**src/rtl/regptr_pkg.sv**
```systemverilog
package regptr_pkg;

  localparam int unsigned PTR_W = 5;
  localparam logic [PTR_W-1:0] LAST_REG = 5'h11;

  // increment mode codes (control byte bits 7:5)
  localparam logic [2:0] AI_NONE   = 3'b000;
  localparam logic [2:0] AI_ALL    = 3'b100;
  localparam logic [2:0] AI_BRIGHT = 3'b101;
  localparam logic [2:0] AI_GROUP  = 3'b110;
  localparam logic [2:0] AI_BOTH   = 3'b111;

  function automatic logic [PTR_W-1:0] win_lo(input logic [2:0] ai);
    case (ai)
      AI_BRIGHT, AI_BOTH: win_lo = 5'h02;
      AI_GROUP:           win_lo = 5'h0A;
      default:            win_lo = 5'h00;
    endcase
  endfunction

  function automatic logic [PTR_W-1:0] win_hi(input logic [2:0] ai);
    case (ai)
      AI_BRIGHT:          win_hi = 5'h09;
      AI_GROUP, AI_BOTH:  win_hi = 5'h0B;
      default:            win_hi = LAST_REG;
    endcase
  endfunction

  // reserved codes have bit 2 clear and act as no increment
  function automatic logic [PTR_W-1:0] step_ptr(input logic [PTR_W-1:0] p,
                                                input logic [2:0] ai);
    if (!ai[2])                                 step_ptr = p;
    else if (p == win_hi(ai) || p >= LAST_REG)  step_ptr = win_lo(ai);
    else                                        step_ptr = p + 1'b1;
  endfunction

endpackage

```
**src/rtl/regptr_ctl_seq.sv**
```systemverilog
module regptr_ctl_seq
  import regptr_pkg::*;
#(
  parameter int unsigned DATA_W = 8
) (
  input  logic              clk,
  input  logic              rst_n,
  input  logic              bus_start,
  input  logic              sel_write,
  input  logic              byte_fire,
  input  logic              byte_rd,
  input  logic [DATA_W-1:0] byte_data,
  output logic [PTR_W-1:0]  ptr_q,
  output logic [2:0]        ai_q,
  output logic              data_fire
);

  logic expect_ctrl_q;
  logic ctrl_fire;

  assign ctrl_fire = byte_fire & expect_ctrl_q & ~byte_rd;
  assign data_fire = byte_fire & ~ctrl_fire;

  always_ff @(posedge clk or negedge rst_n) begin
    if (!rst_n) begin
      expect_ctrl_q <= 1'b0;
      ptr_q         <= '0;
      ai_q          <= AI_NONE;
    end else begin
      if (ctrl_fire) begin
        ai_q          <= byte_data[DATA_W-1 -: 3];
        ptr_q         <= byte_data[PTR_W-1:0];
        expect_ctrl_q <= 1'b0;
      end else if (data_fire) begin
        ptr_q <= step_ptr(ptr_q, ai_q);
      end
      if (bus_start) expect_ctrl_q <= 1'b0;
      if (sel_write) expect_ctrl_q <= 1'b1;
    end
  end

endmodule

```
**src/rtl/regptr_wr_gate.sv**
```systemverilog
module regptr_wr_gate
  import regptr_pkg::*;
#(
  parameter int unsigned DATA_W = 8
) (
  input  logic              clk,
  input  logic              rst_n,
  input  logic              data_fire,
  input  logic              byte_rd,
  input  logic [DATA_W-1:0] byte_data,
  input  logic [PTR_W-1:0]  ptr,
  input  logic              sleep,
  output logic              wr_ok,
  output logic              wr_en,
  output logic [PTR_W-1:0]  wr_addr,
  output logic [DATA_W-1:0] wr_data
);

  logic in_range;
  logic sleep_pass;

  assign in_range   = (ptr <= LAST_REG);
  assign sleep_pass = ~sleep | (ptr == '0);
  assign wr_ok      = data_fire & ~byte_rd & in_range & sleep_pass;

  always_ff @(posedge clk or negedge rst_n) begin
    if (!rst_n) begin
      wr_en   <= 1'b0;
      wr_addr <= '0;
      wr_data <= '0;
    end else begin
      wr_en <= wr_ok;
      if (wr_ok) begin
        wr_addr <= ptr;
        wr_data <= byte_data;
      end
    end
  end

endmodule

```
**src/rtl/regptr_shadow_bank.sv**
```systemverilog
module regptr_shadow_bank
  import regptr_pkg::*;
#(
  parameter int unsigned     DATA_W    = 8,
  parameter logic [PTR_W-1:0] OUT_FIRST = 5'h02,
  parameter logic [PTR_W-1:0] OUT_LAST  = 5'h0D,
  parameter logic [PTR_W-1:0] FULL_REG  = 5'h0A,
  localparam int unsigned    NUM_OUT   = int'(OUT_LAST) - int'(OUT_FIRST) + 1
) (
  input  logic                      clk,
  input  logic                      rst_n,
  input  logic                      wr_ok,
  input  logic [PTR_W-1:0]          ptr,
  input  logic [DATA_W-1:0]         byte_data,
  input  logic                      commit_on_ack,
  input  logic                      bus_stop,
  output logic                      commit_pulse,
  output logic [NUM_OUT*DATA_W-1:0] live_flat
);

  logic [NUM_OUT-1:0]  hit;
  logic [DATA_W-1:0]   shadow_q   [NUM_OUT];
  logic [DATA_W-1:0]   shadow_nxt [NUM_OUT];
  logic [DATA_W-1:0]   live_q     [NUM_OUT];
  logic                pending_q;
  logic                any_hit;
  logic                load_live;

  assign any_hit   = |hit;
  assign load_live = (any_hit & commit_on_ack) | (bus_stop & (pending_q | any_hit));

  for (genvar gi = 0; gi < NUM_OUT; gi++) begin : g_reg
    localparam logic [PTR_W-1:0] ADDR = OUT_FIRST + PTR_W'(gi);
    localparam logic [DATA_W-1:0] RST = (ADDR == FULL_REG) ? '1 : '0;

    assign hit[gi]        = wr_ok & (ptr == ADDR);
    assign shadow_nxt[gi] = hit[gi] ? byte_data : shadow_q[gi];
    assign live_flat[gi*DATA_W +: DATA_W] = live_q[gi];

    always_ff @(posedge clk or negedge rst_n) begin
      if (!rst_n) begin
        shadow_q[gi] <= RST;
        live_q[gi]   <= RST;
      end else begin
        shadow_q[gi] <= shadow_nxt[gi];
        if (load_live) live_q[gi] <= shadow_nxt[gi];
      end
    end
  end

  always_ff @(posedge clk or negedge rst_n) begin
    if (!rst_n) begin
      pending_q    <= 1'b0;
      commit_pulse <= 1'b0;
    end else begin
      commit_pulse <= load_live;
      if (load_live)    pending_q <= 1'b0;
      else if (any_hit) pending_q <= 1'b1;
    end
  end

endmodule

```
**src/rtl/regptr_ai_ctrl.sv**
```systemverilog
module regptr_ai_ctrl
  import regptr_pkg::*;
#(
  parameter int unsigned      DATA_W    = 8,
  parameter logic [4:0]       OUT_FIRST = 5'h02,
  parameter logic [4:0]       OUT_LAST  = 5'h0D,
  parameter logic [4:0]       FULL_REG  = 5'h0A
) (
  input  logic                 clk,
  input  logic                 rst_n,
  input  logic                 bus_start,
  input  logic                 bus_stop,
  input  logic                 sel_write,
  input  logic                 byte_valid,
  output logic                 byte_ready,
  input  logic                 byte_rd,
  input  logic [DATA_W-1:0]    byte_data,
  input  logic                 sleep,
  input  logic                 commit_on_ack,
  output logic [4:0]           reg_ptr,
  output logic [4:0]           rd_addr,
  output logic [2:0]           ai_mode,
  output logic                 wr_en,
  output logic [4:0]           wr_addr,
  output logic [DATA_W-1:0]    wr_data,
  output logic                 commit_pulse,
  output logic [(int'(OUT_LAST)-int'(OUT_FIRST)+1)*DATA_W-1:0] led_cfg
);

  logic byte_fire;
  logic data_fire;
  logic wr_ok;

  assign byte_ready = 1'b1;
  assign byte_fire  = byte_valid & byte_ready;
  assign rd_addr    = (reg_ptr > LAST_REG) ? '0 : reg_ptr;

  regptr_ctl_seq #(.DATA_W(DATA_W)) u_seq (
    .clk       (clk),
    .rst_n     (rst_n),
    .bus_start (bus_start),
    .sel_write (sel_write),
    .byte_fire (byte_fire),
    .byte_rd   (byte_rd),
    .byte_data (byte_data),
    .ptr_q     (reg_ptr),
    .ai_q      (ai_mode),
    .data_fire (data_fire)
  );

  regptr_wr_gate #(.DATA_W(DATA_W)) u_gate (
    .clk       (clk),
    .rst_n     (rst_n),
    .data_fire (data_fire),
    .byte_rd   (byte_rd),
    .byte_data (byte_data),
    .ptr       (reg_ptr),
    .sleep     (sleep),
    .wr_ok     (wr_ok),
    .wr_en     (wr_en),
    .wr_addr   (wr_addr),
    .wr_data   (wr_data)
  );

  regptr_shadow_bank #(
    .DATA_W    (DATA_W),
    .OUT_FIRST (OUT_FIRST),
    .OUT_LAST  (OUT_LAST),
    .FULL_REG  (FULL_REG)
  ) u_bank (
    .clk           (clk),
    .rst_n         (rst_n),
    .wr_ok         (wr_ok),
    .ptr           (reg_ptr),
    .byte_data     (byte_data),
    .commit_on_ack (commit_on_ack),
    .bus_stop      (bus_stop),
    .commit_pulse  (commit_pulse),
    .live_flat     (led_cfg)
  );

endmodule

```
**config.mk**
```make
export PLATFORM = sky130hd
export DESIGN_NAME = regptr_ai_ctrl
export DESIGN_NICKNAME = d
export VERILOG_FILES = /design/src/rtl/regptr_pkg.sv /design/src/rtl/regptr_ctl_seq.sv /design/src/rtl/regptr_wr_gate.sv /design/src/rtl/regptr_shadow_bank.sv /design/src/rtl/regptr_ai_ctrl.sv
export SDC_FILE = /design/constraint.sdc
export NUM_CORES = 1
export LEC_CHECK = 0
export BUFFER_PORTS_ARGS = -buffer_cell sky130_fd_sc_hd__buf_2
export CAP_MARGIN = 20
export CORE_AREA = 2 2 136 138
export DETAILED_ROUTE_END_ITERATION = 10
export DIE_AREA = 0 0 138 140
export PLACE_DENSITY = 0.77
export SLEW_MARGIN = 15
export SYNTH_ARGS = -nofsm -noshare
export SYNTH_HDL_FRONTEND = slang
export SYNTH_SLANG_ARGS = --single-unit
```
**constraint.sdc**
```tcl
create_clock -name clk -period 2.4 [get_ports clk]
set_input_delay 0.24 -clock clk [delete_from_list [all_inputs] [get_ports clk]]
set_output_delay 0.24 -clock clk [all_outputs]
set_load 0.05 [all_outputs]
```
After elaboration in Yosys (flattened, before gate mapping)
Cells that the tools add are included.

Register bits: 217. Bits in latches: 0. RAM bits: 0. ROM bits: 0. Input port bits: 17. Output and inout port bits: 125. Word-level logic and storage cells: 115. Memories kept: 0.

Add/subtract/negate cells: 1. Multiply operators: 0. Div/mod/pow operators: 0. $lt $le $gt $ge: 3. Equality and inequality tests: 16. Shifts and indexed selects: 0. Multiplexer cells: 27. Bitwise logic cells: 26. Reduce and logical (&&, ||, !) cells: 10.

Operators by type and width (count): 8-bit two-way mux (12); 5-bit two-way mux (8); 5-bit by 4-bit equality test with 1-bit output, second input constant (6); 1-bit bitwise AND (20); 5-bit by 3-bit equality test with 1-bit output, second input constant (4); 12-bit OR reduction (1); 5-bit by 2-bit equality test with 1-bit output, second input constant (2); 5-bit one-hot mux with 2 select lines (1); 3-bit equality test, second input constant (3); 4-bit one-hot mux with 2 select lines (1); 2-bit nonzero test (3); 5-bit by 1-bit adder with 5-bit output, second input constant (1); 5-bit equality test (1); 5-bit greater-or-equal comparator, second input constant (1); 5-bit greater-than comparator, second input constant (1); 5-bit <= comparator, second input constant (1); 5-bit logical NOT (1); 1-bit two-way mux (5); 2-bit OR reduction (2); 1-bit inverter (3); 1-bit OR (3); 3-bit nonzero test (1); 2-bit AND reduction (1); 1-bit logical OR (1).

Longest topological paths before layout
Gate-level depths: netlist of run 1.

Depth in word-level cells: 13. Gate-level depth with buffers: 10. Depth with buffers taken out: 7.

Cells and area by module
Synthesis of run 1 repeated with hierarchy kept, for this count alone.

Cell total of the unflattened synthesis: 548. Area total of the unflattened synthesis: 8705.8 um^2.

Modules (own cells, without submodules): regptr_shadow_bank (instances 1, cells an instance 440, area each 7454.6 um^2); regptr_ctl_seq (instances 1, cells an instance 67, area each 600.6 um^2); regptr_wr_gate (instances 1, cells an instance 32, area each 590.6 um^2); regptr_ai_ctrl (instances 1, cells an instance 9, area each 60.1 um^2).

Worst setup path before layout of run 1
OpenSTA, ideal clock, no wires.

Kind: reg-to-reg. Start point: register u_seq.ptr_q[2]. End point: register u_bank.live_q, in the netlist u_bank.live_flat[91]. Library setup time: 0.127 ns. Arrival: 3.099 ns. Data required time: 2.273 ns. Path slack: -0.826 ns. Stages on the path, launching flop included: 9. Path buffers: 3. Path through: dfrtp_1 > buf_2 > nor2b_1 > and4bb_2 > o31ai_4 > o211ai_2 > buf_6 > buf_8 > mux2_1.

Word-level cells in the longest chain between the ends: 8. Elaborated cells between the ends (all ways): 35. Classes of those cells: 1 x order compare; 12 x eq/ne; 1 x mux; 19 x bitwise; 2 x reduce/logical.

Ends and longest elaborated chain: from (decl) (RTL line regptr_ctl_seq.sv:13) `output logic [PTR_W-1:0] ptr_q,`; from (signal assigned) (RTL line regptr_ctl_seq.sv:32) `ptr_q <= byte_data[PTR_W-1:0];`; from (signal assigned) (RTL line regptr_ctl_seq.sv:35) `ptr_q <= step_ptr(ptr_q, ai_q);`; 5-bit <= comparator or 5-bit logical NOT (tied branches) (RTL line regptr_wr_gate.sv:22, regptr_wr_gate.sv:23); 1-bit bitwise AND or 1-bit OR (tied branches) (RTL line regptr_wr_gate.sv:24, regptr_wr_gate.sv:23); 1-bit bitwise AND (RTL line regptr_wr_gate.sv:24) `assign wr_ok = data_fire & ~byte_rd & in_range & sleep_pass;`; 1-bit bitwise AND (RTL line regptr_shadow_bank.sv:36) `assign hit[gi] = wr_ok & (ptr == ADDR);`; 12-bit OR reduction (RTL line regptr_shadow_bank.sv:29) `assign any_hit = |hit;`; 1-bit OR (RTL line regptr_shadow_bank.sv:30) `assign load_live = (any_hit & commit_on_ack) | (bus_stop & (pending_q | any_hit));`; 1-bit bitwise AND (RTL line regptr_shadow_bank.sv:30); 1-bit OR (RTL line regptr_shadow_bank.sv:30); to (signal, indexed assignment) (RTL line regptr_shadow_bank.sv:46) `if (load_live) live_q[gi] <= shadow_nxt[gi];`; to (decl) (RTL line regptr_shadow_bank.sv:24) `logic [DATA_W-1:0] live_q [NUM_OUT];`.

Several ways; a longest one is shown, not always the timed one. A chain may end at the register's enable or synchronous reset.

Worst setup path after layout of run 1
Start point: register u_seq.ptr_q[1]. End point: register u_bank.live_q, in the netlist u_bank.live_flat[61].

The elaborated chain is that of the path after synthesis.

==> metrics.md, run 1 <==
| Metric | Value |
|---|---|
| RSZ-0062 raised after global routing | yes |
| Nets@finish | 772 |
| Mapped Cells | 574 |
| VDD IR max | 928 uV |
| Violated checks | negative setup slack |
| Initial DRT Pass Iterations | 4 |
| Maxcap violations | 0 |
| Clk buf depth | 3 |
| Final setup vio count | 19 |
| Worst reg-to-reg setup slack | -0.02 ns |
| Share of layout cells above drive strength 1 | 61.9% |
| Critical Path Sink Type | flop |
| Worst Hold Class | in -> reg |
| Final Cell Area | 0.0112 sq mm |
| Critical path origin | u_seq.ptr_q[1]$_DFFE_PN0P_ |
| Unique cell type count in the Yosys netlist | 56 |
| FMAX | 413 MHz |
| Crit Path Class | reg -> reg |
| Commonest cells in the netlist | dfrtp_1 (201), mux2_2 (166), mux2_4 (35) |
| H-tree level count | 1 |
| Syn avg cell area | 15.5 sq um |
| Final Non-Filler Cells | 996 |
| Reg2Reg Capture Point | u_bank.live_flat[61]$_DFFE_PN0P_ |
| Die Width | 138 microns |
| Placeable Area | 0.0178 sq mm |
| Die height | 140 microns |
| DP Wirelength | 13,200 microns |
| Clk_skew | 0.00995 ns |
| FF+latch count, synth | 217 |
| Post-synthesis sequential area ratio | 61.2% |
| Total gr overflow | 0 |
| Ports | 142 |
| Crit path DAT | 2.80 ns |
| Placed cell area | 0.0102 sq mm |
| TritonCTS Buffers | 22 |
| RePlAce Congestion | 0.870 |
| Vias/cell | 5.38 |
| IO buf count | 140 |
| Leakage | 5.85 nW |
| Max transition margin | 55.8% |
| Clk sinks | 217 |
| Post-synth EDFFs | 0 |
| Number of fillers in the final layout | 1,290 |
| Tmin final | 2.42 ns |
| CP endpoint | u_bank.live_flat[61]$_DFFE_PN0P_ |
| Global-route wire length before repair | 32,500 microns |
| Cell taking the most area after synthesis | dfrtp_1 |
| Fin crit share | 101% |
| DRT iter0 DRCs | 282 |
| # DRC | 0 |
| Synthesized net count | 595 |
| CTS tree | yes |
| Routed Antenna Nets | 0 |
| Clk Latency, worst-skew pair | 0.49 ns |
| Main synth FF type | dfrtp_1 |
| Initial antenna violation count | 0 |
| Row cnt | 49 |
| Total GRT Usage | 20.9% |
| Slack of the critical path | -0.0229 ns |
| Post-synth top area share | 56.5% |
| Ant. Diodes | 0 |
| Largest cells by area after synthesis | dfrtp_1 (57%), mux2_2 (21%), mux2_4 (5.9%), dfstp_2 (4.7%), nand2_1 (0.72%) |
| YS warnings | 0 |
| Startpoint types | flop |
| Pwr/cell area | 1260 mW/mm^2 |
| Final hold viol count | 0 |
| CTS clk-pin slew, worst paths | 0.07 ns |
| Clk root buf | clkbuf_16 |
| Slew Viols, Final | 0 |
| Async set or reset register ratio after synthesis | 100% |
| WP data required | 2.77 ns |
| Routed vias | 5,354 |
| Placed cell count | 944 |
| Layout Area Growth over Synthesis | 26.0% |
| Vias in the first global route | 5,803 |
| Status | complete, but fails checks |
| Cell with the most instances after synthesis | dfrtp_1 |
| Routed WL | 20,400 microns |
| Reg2reg path depth | 10 |
| Worst-Margin Slew | 0.659 ns |
| RR Startpoint | u_seq.ptr_q[1]$_DFFE_PN0P_ |
| Setup tns final | -0.162 ns |
| Die area | 0.0193 sq mm |
| DP Worst Slack | -0.00889 ns |
| Worst-path maximum fanout | 7 |
| Post-synthesis cell area | 0.00890 sq mm |
| Starting Density | 50.1% |
| Avg WL per Cell | 20.5 microns |
| Largest net degree at the start of global routing | 80 |
[cell families after synthesis]
family	Yosys count	synth area share [%]
AOI/OAI and AO/OA	34	2.90
xor gates and xnor gates	2	0.197
adders and majority gates	4	0.562
buffers and inverters	41	2.73
DFF	217	61.2
muxes	205	27.4
other	1	0.0421
and+or+nand+nor	70	4.93
[sequential cells by signal (all words and copies together), names as in the netlist]
signal               flops
u_bank.live_flat        96
u_bank.shadow_q         96
u_gate.wr_data           8
u_gate.wr_addr           5
u_seq.ptr_q              5
u_seq.ai_q               3
u_bank.commit_pulse      1
u_bank.pending_q         1
u_gate.wr_en             1
u_seq.expect_ctrl_q      1
[layout make-up]
cell class / count / area (sq um) / share of cell area (%)
flip-flops and latches: 217 / 5460 / 48.7
multi-input cells: 316 / 3340 / 29.8
repair buffers: 187 / 1300 / 11.6
clock buffers: 26 / 587 / 5.23
well taps: 229 / 287 / 2.56
clock inverters: 14 / 206 / 1.84
inverters: 7 / 36.3 / 0.324
[report_power, final]
part           leakage (nW)  total [mW]  switching, mW  internal, mW
Clock                 0.382        3.70           1.40          2.30
Combinational          2.56        5.33           3.54          1.78
Sequential             2.91        5.07          0.499          4.57
[worst max-delay path: stages, from the launching register on]
cell and delay [ns]:
dfrtp_4 0.52, buf_4 0.16, ha_4 0.15, buf_4 0.15, a21oi_1 0.10, o21ai_0 0.15
a22oi_2 0.24, o211ai_4 0.17, buf_12 0.20, clkbuf_16 0.16, mux2_4 0.30
[per-stage QoR]
| stage | utilization [%] | power (mW) | hold WS [ns] |
|---|---|---|---|
| final | 63.1 | 14.1 | 0.0499 |
| after global routing | 63.1 | 14.7 | 0.0545 |
| after CTS | 62.0 | 14.0 | 0.0433 |
| after detailed placement | 57.3 | 10.3 | 0.283 |
| after global placement | 57.3 | 10.1 | 0.267 |
| after floorplan | - | 8.90 | -0.0556 |
[cell usage in the layout (no fill, tap or decap), types with 2 or more instances in the layout]
cell,netlist,layout
dfrtp_1,201,198
mux2_2,166,159
buf_2,8,139
mux2_4,35,46
clkbuf_16,0,26
buf_4,8,25
nand2_1,17,17
dfstp_2,16,16
buf_12,0,13
nor2_1,10,9
a21oi_1,8,8
nand3_1,6,6
o21ai_0,6,5
inv_1,7,5
nand3b_1,5,5
clkinv_2,0,5
bufinv_16,0,5
nand2b_1,4,4
and3_1,4,3
ha_4,0,3
clkinvlp_4,0,3
clkbuf_1,12,3
dlygate4sd3_1,0,3
inv_6,0,2
o21ai_1,1,2
nor2b_1,4,2
nand2_2,2,2
nand3b_4,2,2
nor3_2,2,2
nor2_2,2,2
xor2_1,2,2
o31ai_1,2,2
a311oi_1,2,2
buf_8,3,2
buf_6,2,2
dfrtp_2,0,2
[worst min path at each step]
stage / startpoint / slack (ns) / endpoint / cells after the start
after floorplan: rst_n / -0.06 / u_bank.commit_pulse$_DFF_PN0_ / 0
after global placement: rst_n / 0.27 / u_bank.shadow_q[16]$_DFF_PN0_ / 1
after detailed placement: rst_n / 0.28 / u_bank.shadow_q[16]$_DFF_PN0_ / 1
after CTS: bus_start / 0.04 / u_seq.expect_ctrl_q$_DFFE_PN0P_ / 3
after global routing: bus_start / 0.05 / u_seq.expect_ctrl_q$_DFFE_PN0P_ / 3
final: bus_start / 0.05 / u_seq.expect_ctrl_q$_DFFE_PN0P_ / 3
[metal layers]
layer	part of all wire, %	GRT usage [%]
met1	42	27.7
met2	50	35.7
met3	4.8	3.52
met4	2.3	5.85
met5	0	0
[repair_timing]
item / CTS / global route
cloned: 0 / 3
hold buffers: 3 / 0
pin swaps: 2 / 5
setup endpoints to repair: 24 / 94
buffers inserted: 1 / 5
resized for setup: 1 / 20
endpoints found under the hold margin: 71 / 0
(Power assumes the default switching activity.)
==> run 2, diff against run 1 <==
Clock period 2.4 ns to 2.1 ns, I/O delays scaled along.
==> run 2 against run 1 <==
The run still ends with negative setup slack left. Routed wire length up 3.0%. Flip-flop and latch count unchanged. Highest routed layer unchanged. Die area unchanged. Design area up 4.9%. Utilization up 3.1 points. Register-to-register slack worse by 0.21 ns. Via count up 1.4%. Setup slack worse by 0.21 ns. Clock-buffer cell count up 7. Critical path depth unchanged.
==> metrics.md, run 2 (same netlist as run 1, synthesis figures left out) <==
| Metric | Value |
|---|---|
| Clk sinks | 217 |
| Clk_skew | 0.0103 ns |
| End-of-flow core utilization | 66.2% |
| Leakage | 6.10 nW |
| Most frequent cells in the layout | dfrtp_1 (196), buf_2 (136), mux2_2 (124) |
| Hold_sp | byte_data[7] |
| Critical Path Sink Type | flop |
| Total gr overflow | 0 |
| Avg WL per Cell | 20.5 microns |
| RSZ-0062 raised after global routing | yes |
| RePlAce Congestion | 0.847 |
| Layout Area Growth over Synthesis | 32.2% |
| Routed vias | 5,431 |
| DP Wirelength | 13,600 microns |
| Die area | 0.0193 sq mm |
| RR Startpoint | u_seq.ptr_q[1]$_DFFE_PN0P_ |
| Nets@finish | 803 |
| CTS clk-pin slew, worst paths | 0.06 ns |
| Initial DRT Pass Iterations | 4 |
| Clk Latency, worst-skew pair | 0.50 ns |
| Share of layout cells above drive strength 1 | 65.1% |
| VDD IR max | 1030 uV |
| Crit path DAT | 2.72 ns |
| Slew Viols, Final | 0 |
| # DRC | 0 |
| Worst-path cell chain | inv_4 > ha_4 > buf_4 > nor2_1 > o2bb2ai_1 > a22oi_2 > o211ai_4 > buf_12 > buf_4 > mux2_2 |
| Routed Antenna Nets | 0 |
| Initial antenna violation count | 0 |
| Crit path depth | 10 |
| Starting Density | 50.1% |
| Clk buf depth | 3 |
| IO buf count | 140 |
| Tmin final | 2.33 ns |
| Global-route wire length before repair | 33,500 microns |
| Reg2reg path depth | 10 |
| Startpoint types | flop |
| Reg2Reg Capture Point | u_bank.live_flat[33]$_DFFE_PN0P_ |
| Worst Hold Class | in -> reg |
| Violated checks | negative setup slack |
| Commonest non-fill, non-tap cell in the layout | dfrtp_1 |
| Die height | 140 microns |
| FMAX | 429 MHz |
| Final hold viol count | 0 |
| Ant. Diodes | 0 |
| Most frequent CP cell | buf_4 |
| Number of fillers in the final layout | 1,264 |
| Final Non-Filler Cells | 1,028 |
| Routed WL | 21,000 microns |
| Slack of the critical path | -0.233 ns |
| Slowest CP cell | dfrtp_4 |
| Crit Path Class | reg -> reg |
| Row cnt | 49 |
| WP data required | 2.48 ns |
| Worst reg-to-reg setup slack | -0.23 ns |
| Die Width | 138 microns |
| Largest delay contributor family on the critical path | buffers and inverters |
| Placed cell count | 965 |
| Final setup vio count | 105 |
| Vias in the first global route | 5,998 |
| Critical path origin | u_seq.ptr_q[1]$_DFFE_PN0P_ |
| CTS tree | yes |
| Clk root buf | clkbuf_16 |
| CP endpoint | u_bank.live_flat[33]$_DFFE_PN0P_ |
| Bufs and invs on worst path | 4 |
| Worst-path maximum fanout | 8 |
| Maxcap violations | 0 |
| Total GRT Usage | 21.7% |
| Status | complete, but fails checks |
| Vias/cell | 5.28 |
| Ports | 142 |
| Placeable Area | 0.0178 sq mm |
| Largest net degree at the start of global routing | 76 |
| TritonCTS Buffers | 23 |
| DRT iter0 DRCs | 275 |
| Pwr/cell area | 1420 mW/mm^2 |
| H-tree level count | 1 |
| CP max stage delay | 0.52 ns |
| Fin crit share | 111% |
run 2: changes by cell type in the layout (fill, tap and decap cells not counted), moves of 11 or more:
cell and delta:
mux2_4 +35, buf_4 +18, buf_6 +11, mux2_2 -35
run 2: cell type report:
type / instances / area (sq um) / area share, %
well taps: 229 / 287 / 2.44
flip-flops and latches: 217 / 5460 / 46.4
inverters: 7 / 33.8 / 0.287
clock inverters: 9 / 134 / 1.14
multi-input cells: 316 / 3560 / 30.3
repair buffers: 217 / 1640 / 13.9
clock buffers: 33 / 653 / 5.55
run 2: how the worst min path moves through the flow:
| stage | to | cells past startpoint |
|---|---|---|
| floorplan | u_bank.commit_pulse$_DFF_PN0_ | 0 |
| global placement | u_bank.commit_pulse$_DFF_PN0_ | 1 |
| detailed placement | u_bank.commit_pulse$_DFF_PN0_ | 1 |
| global route | u_seq.ai_q[2]$_DFFE_PN0P_ | 3 |
| CTS | u_seq.ai_q[2]$_DFFE_PN0P_ | 3 |
| finish | u_seq.ai_q[2]$_DFFE_PN0P_ | 3 |
run 2: power by group:
part / internal, mW / total [mW] / switching (mW)
registers: 5.23 / 5.82 / 0.588
clock network: 2.55 / 4.18 / 1.64
logic: 2.46 / 6.66 / 4.20
run 2: timing repair:
item / 4_1_cts / 5_1_grt
gates resized for setup: 59 / 36
gates cloned: 3 / 1
pin swaps: 12 / 8
setup endpoints to repair: 108 / 104
setup buffers: 7 / 7
hold endpoints to repair: 70 / 0
hold buffers: 4 / 0
run 2: stage by stage:
step                hold WS, ns  TNS (ns)  worst slack, ns  cell area (sq um)  power (mW)
finish                   0.0971    -19.49           -0.233              11800        16.7
global route              0.122    -28.67           -0.340              11800        17.3
CTS                      0.0871    -20.07           -0.250              11600        16.5
detailed placement        0.130    -21.76           -0.325              10400        11.9
global placement          0.123    -19.33           -0.270              10400        11.7
floorplan               -0.0856    -30.51           -0.383               9010        10.2
run 2: worst min-delay path, delay by kind of cell:
family / cells / cell delay (ns)
buffers and inverters: 1 / 0.20
and+or+nand+nor: 2 / 0.15
run 2: per-layer routing:
| metal | vias up | global-route usage [%] | routed length (microns) |
|---|---|---|---|
| met5 | - | 0 | 0 |
| met4 | 0 | 6.87 | 562 |
| met3 | 40 | 3.01 | 795 |
| met2 | 142 | 37.4 | 10500 |
| met1 | 2810 | 28.8 | 9160 |
| li1 | 2439 | - | - |
==> run 3, diff against run 2 <==
--- a/config.mk
+++ b/config.mk
@@ -12,5 +12,5 @@
 export DIE_AREA = 0 0 138 140
 export PLACE_DENSITY = 0.77
-export SLEW_MARGIN = 15
+export SLEW_MARGIN = 25
 export SYNTH_ARGS = -nofsm -noshare
 export SYNTH_HDL_FRONTEND = slang
==> constraint.sdc (replaced) <==
create_clock -name clk -period 2.1 [get_ports clk]
set_input_delay 0.42 -clock clk [delete_from_list [all_inputs] [get_ports clk]]
set_output_delay 0.42 -clock clk [all_outputs]
set_load 0.05 [all_outputs]
==> run 3 against run 2 <==
The run still ends with negative setup slack left. Cell count decreased by 2.0%. Design area is 3.6% lower. Sequential power shrank 0.9%. Non-clock buffer count is 17 lower. Routed wire length down 3.4%.
==> metrics.md, run 3 (same netlist as run 1, synthesis figures left out) <==
| Metric | Value |
|---|---|
| Status | complete, but fails checks |
| Violated checks | negative setup slack |
| CTS tree | yes |
| Worst Hold Class | in -> reg |
| Clk pwr share | 24.1% |
| Slowest CP cell | dfrtp_4 |
| Clk_skew | 0.0102 ns |
| Share of layout cells above drive strength 1 | 64.5% |
| Total gr overflow | 0 |
| Routed Antenna Nets | 0 |
| Layout Area Growth over Synthesis | 27.4% |
| Final Cell Area | 0.0113 sq mm |
| Nets@finish | 785 |
| Fin crit share | 111% |
| Startpoint types | flop |
| Hold_sp | sel_write |
| FMAX | 431 MHz |
| Initial antenna violation count | 0 |
| Leakage | 5.92 nW |
| Commonest non-fill, non-tap cell in the layout | dfrtp_1 |
| # DRC | 0 |
| Clk root buf | clkbuf_16 |
| Global-route wire length before repair | 33,000 microns |
| Ports | 142 |
| Crit path DAT | 2.70 ns |
| Comb power frac | 40.0% |
| Initial DRT Pass Iterations | 4 |
| Most frequent cells in the layout | dfrtp_1 (196), mux2_2 (158), buf_2 (136) |
| Bufs and invs on worst path | 3 |
| Tmin final | 2.32 ns |
| Die Width | 138 microns |
| Final hold viol count | 0 |
| Clk sinks | 217 |
| Worst-path cell chain | inv_4 > ha_4 > nand3b_1 > a211oi_2 > o31ai_4 > o211ai_4 > buf_12 > buf_16 > mux2_2 |
| Placed cell area | 0.0103 sq mm |
| Vias/cell | 5.31 |
| RePlAce Congestion | 0.843 |
| Clk Latency, worst-skew pair | 0.49 ns |
| Register area | 0.00546 sq mm |
| Crit Path Class | reg -> reg |
| Placeable Area | 0.0178 sq mm |
| Row cnt | 49 |
| IO buf count | 140 |
| Maxcap violations | 0 |
| Net Sw Frac | 38.9% |
| Die area | 0.0193 sq mm |
| Critical Path Sink Type | flop |
| Pwr/cell area | 1420 mW/mm^2 |
| TritonCTS Buffers | 22 |
| VDD IR max | 976 uV |
| Worst-Margin Slew | 0.526 ns |
| DRT iter0 DRCs | 221 |
| Die height | 140 microns |
| P_sw | 6.26 mW |
| WP data required | 2.48 ns |
| Avg WL per Cell | 20.2 microns |
| Final setup vio count | 99 |
| H-tree level count | 1 |
| DP Wirelength | 13,700 microns |
| Ant. Diodes | 0 |
| Footprint of the multi-input gates | 0.00344 sq mm |
| Total GRT Usage | 21.2% |
| CTS clk-pin slew, worst paths | 0.06 ns |
| Clk buf depth | 3 |
| Routed vias | 5,352 |
| Overall Power | 16.1 mW |
| Largest net degree at the start of global routing | 71 |
| CP max stage delay | 0.52 ns |
| Number of fillers in the final layout | 1,309 |
| RR Startpoint | u_seq.ptr_q[1]$_DFFE_PN0P_ |
| RSZ-0062 raised after global routing | yes |
| Largest delay contributor family on the critical path | compound AO/OA/AOI/OAI gates |
| Worst-path maximum fanout | 27 |
| Slack of the critical path | -0.223 ns |
| Vias in the first global route | 5,939 |
| Slew Viols, Final | 0 |
| Max transition margin | 64.9% |
| Critical path origin | u_seq.ptr_q[1]$_DFFE_PN0P_ |
| Register share of total power | 35.9% |
| Cell-internal power | 9.83 mW |
| Starting Density | 50.1% |
| Routed WL | 20,300 microns |
-- run 3: per-stage QoR --
step / utilization (%) / std cells / worst slack [ns] / TNS (ns) / hold WS (ns)
global placement: 57.9 / 960 / -0.362 / -37.49 / 0.400
CTS: 63.4 / 1005 / -0.191 / -15.32 / 0.108
floorplan: - / 574 / -0.383 / -30.45 / 0.124
detailed placement: 57.9 / 960 / -0.414 / -42.97 / 0.416
global route: 63.8 / 1007 / -0.277 / -23.49 / 0.120
finish: 63.8 / 1007 / -0.223 / -17.48 / 0.123
-- run 3: power by group through the flow --
| stage | combinational (mW) | clock, mW | sequential, mW |
|---|---|---|---|
| final | 6.43 | 3.88 | 5.77 |
| after CTS | 6.33 | 3.97 | 5.78 |
| after detailed placement | 6.04 | 0 | 5.82 |
| after global routing | 6.76 | 4.16 | 5.89 |
| after floorplan | 2.20 | 0 | 7.99 |
| after global placement | 5.92 | 0 | 5.76 |
-- run 3: worst paths after layout --
check / to / slack (ns) / depth (start not counted)
worst min register to register: u_bank.shadow_q[50]$_DFF_PN0_ / 0.49 / 1
worst max-delay path: u_bank.live_flat[21]$_DFFE_PN0P_ / -0.22 / 9
max in group asynchronous: u_seq.ptr_q[1]$_DFFE_PN0P_ / 0.93 / 3
worst max register to register: u_bank.live_flat[21]$_DFFE_PN0P_ / -0.22 / 9
min in group asynchronous: u_bank.commit_pulse$_DFF_PN0_ / 0.47 / 2
worst min-delay path: u_seq.expect_ctrl_q$_DFFE_PN0P_ / 0.12 / 2
-- run 3: area by class of cell --
class                           count  share of cell area (%)
Clock inverter                      4                   0.651
Timing Repair Buffer              200                    12.4
Multi-Input combinational cell    316                    30.3
Inverter                            7                   0.298
Tap cell                          229                    2.53
Sequential cell                   217                    48.1
Clock buffer                       34                    5.70
-- run 3: routing by layer --
metal / track usage (%) / share of wire (%) / vias up
met5: 0 / 0 / -
met1: 27.0 / 42 / 2805
met4: 4.99 / 1.6 / 0
met2: 37.6 / 52 / 111
met3: 4.27 / 4.4 / 25
li1: - / - / 2411
-- run 3: timing repair --
action	4_1_cts	5_1_grt
buffers inserted	6	3
gates resized for setup	43	17
hold buffers	1	0
endpoints found under the hold margin	51	0
endpoints found under the setup margin	108	105
cloned	0	0
pin swaps	5	10
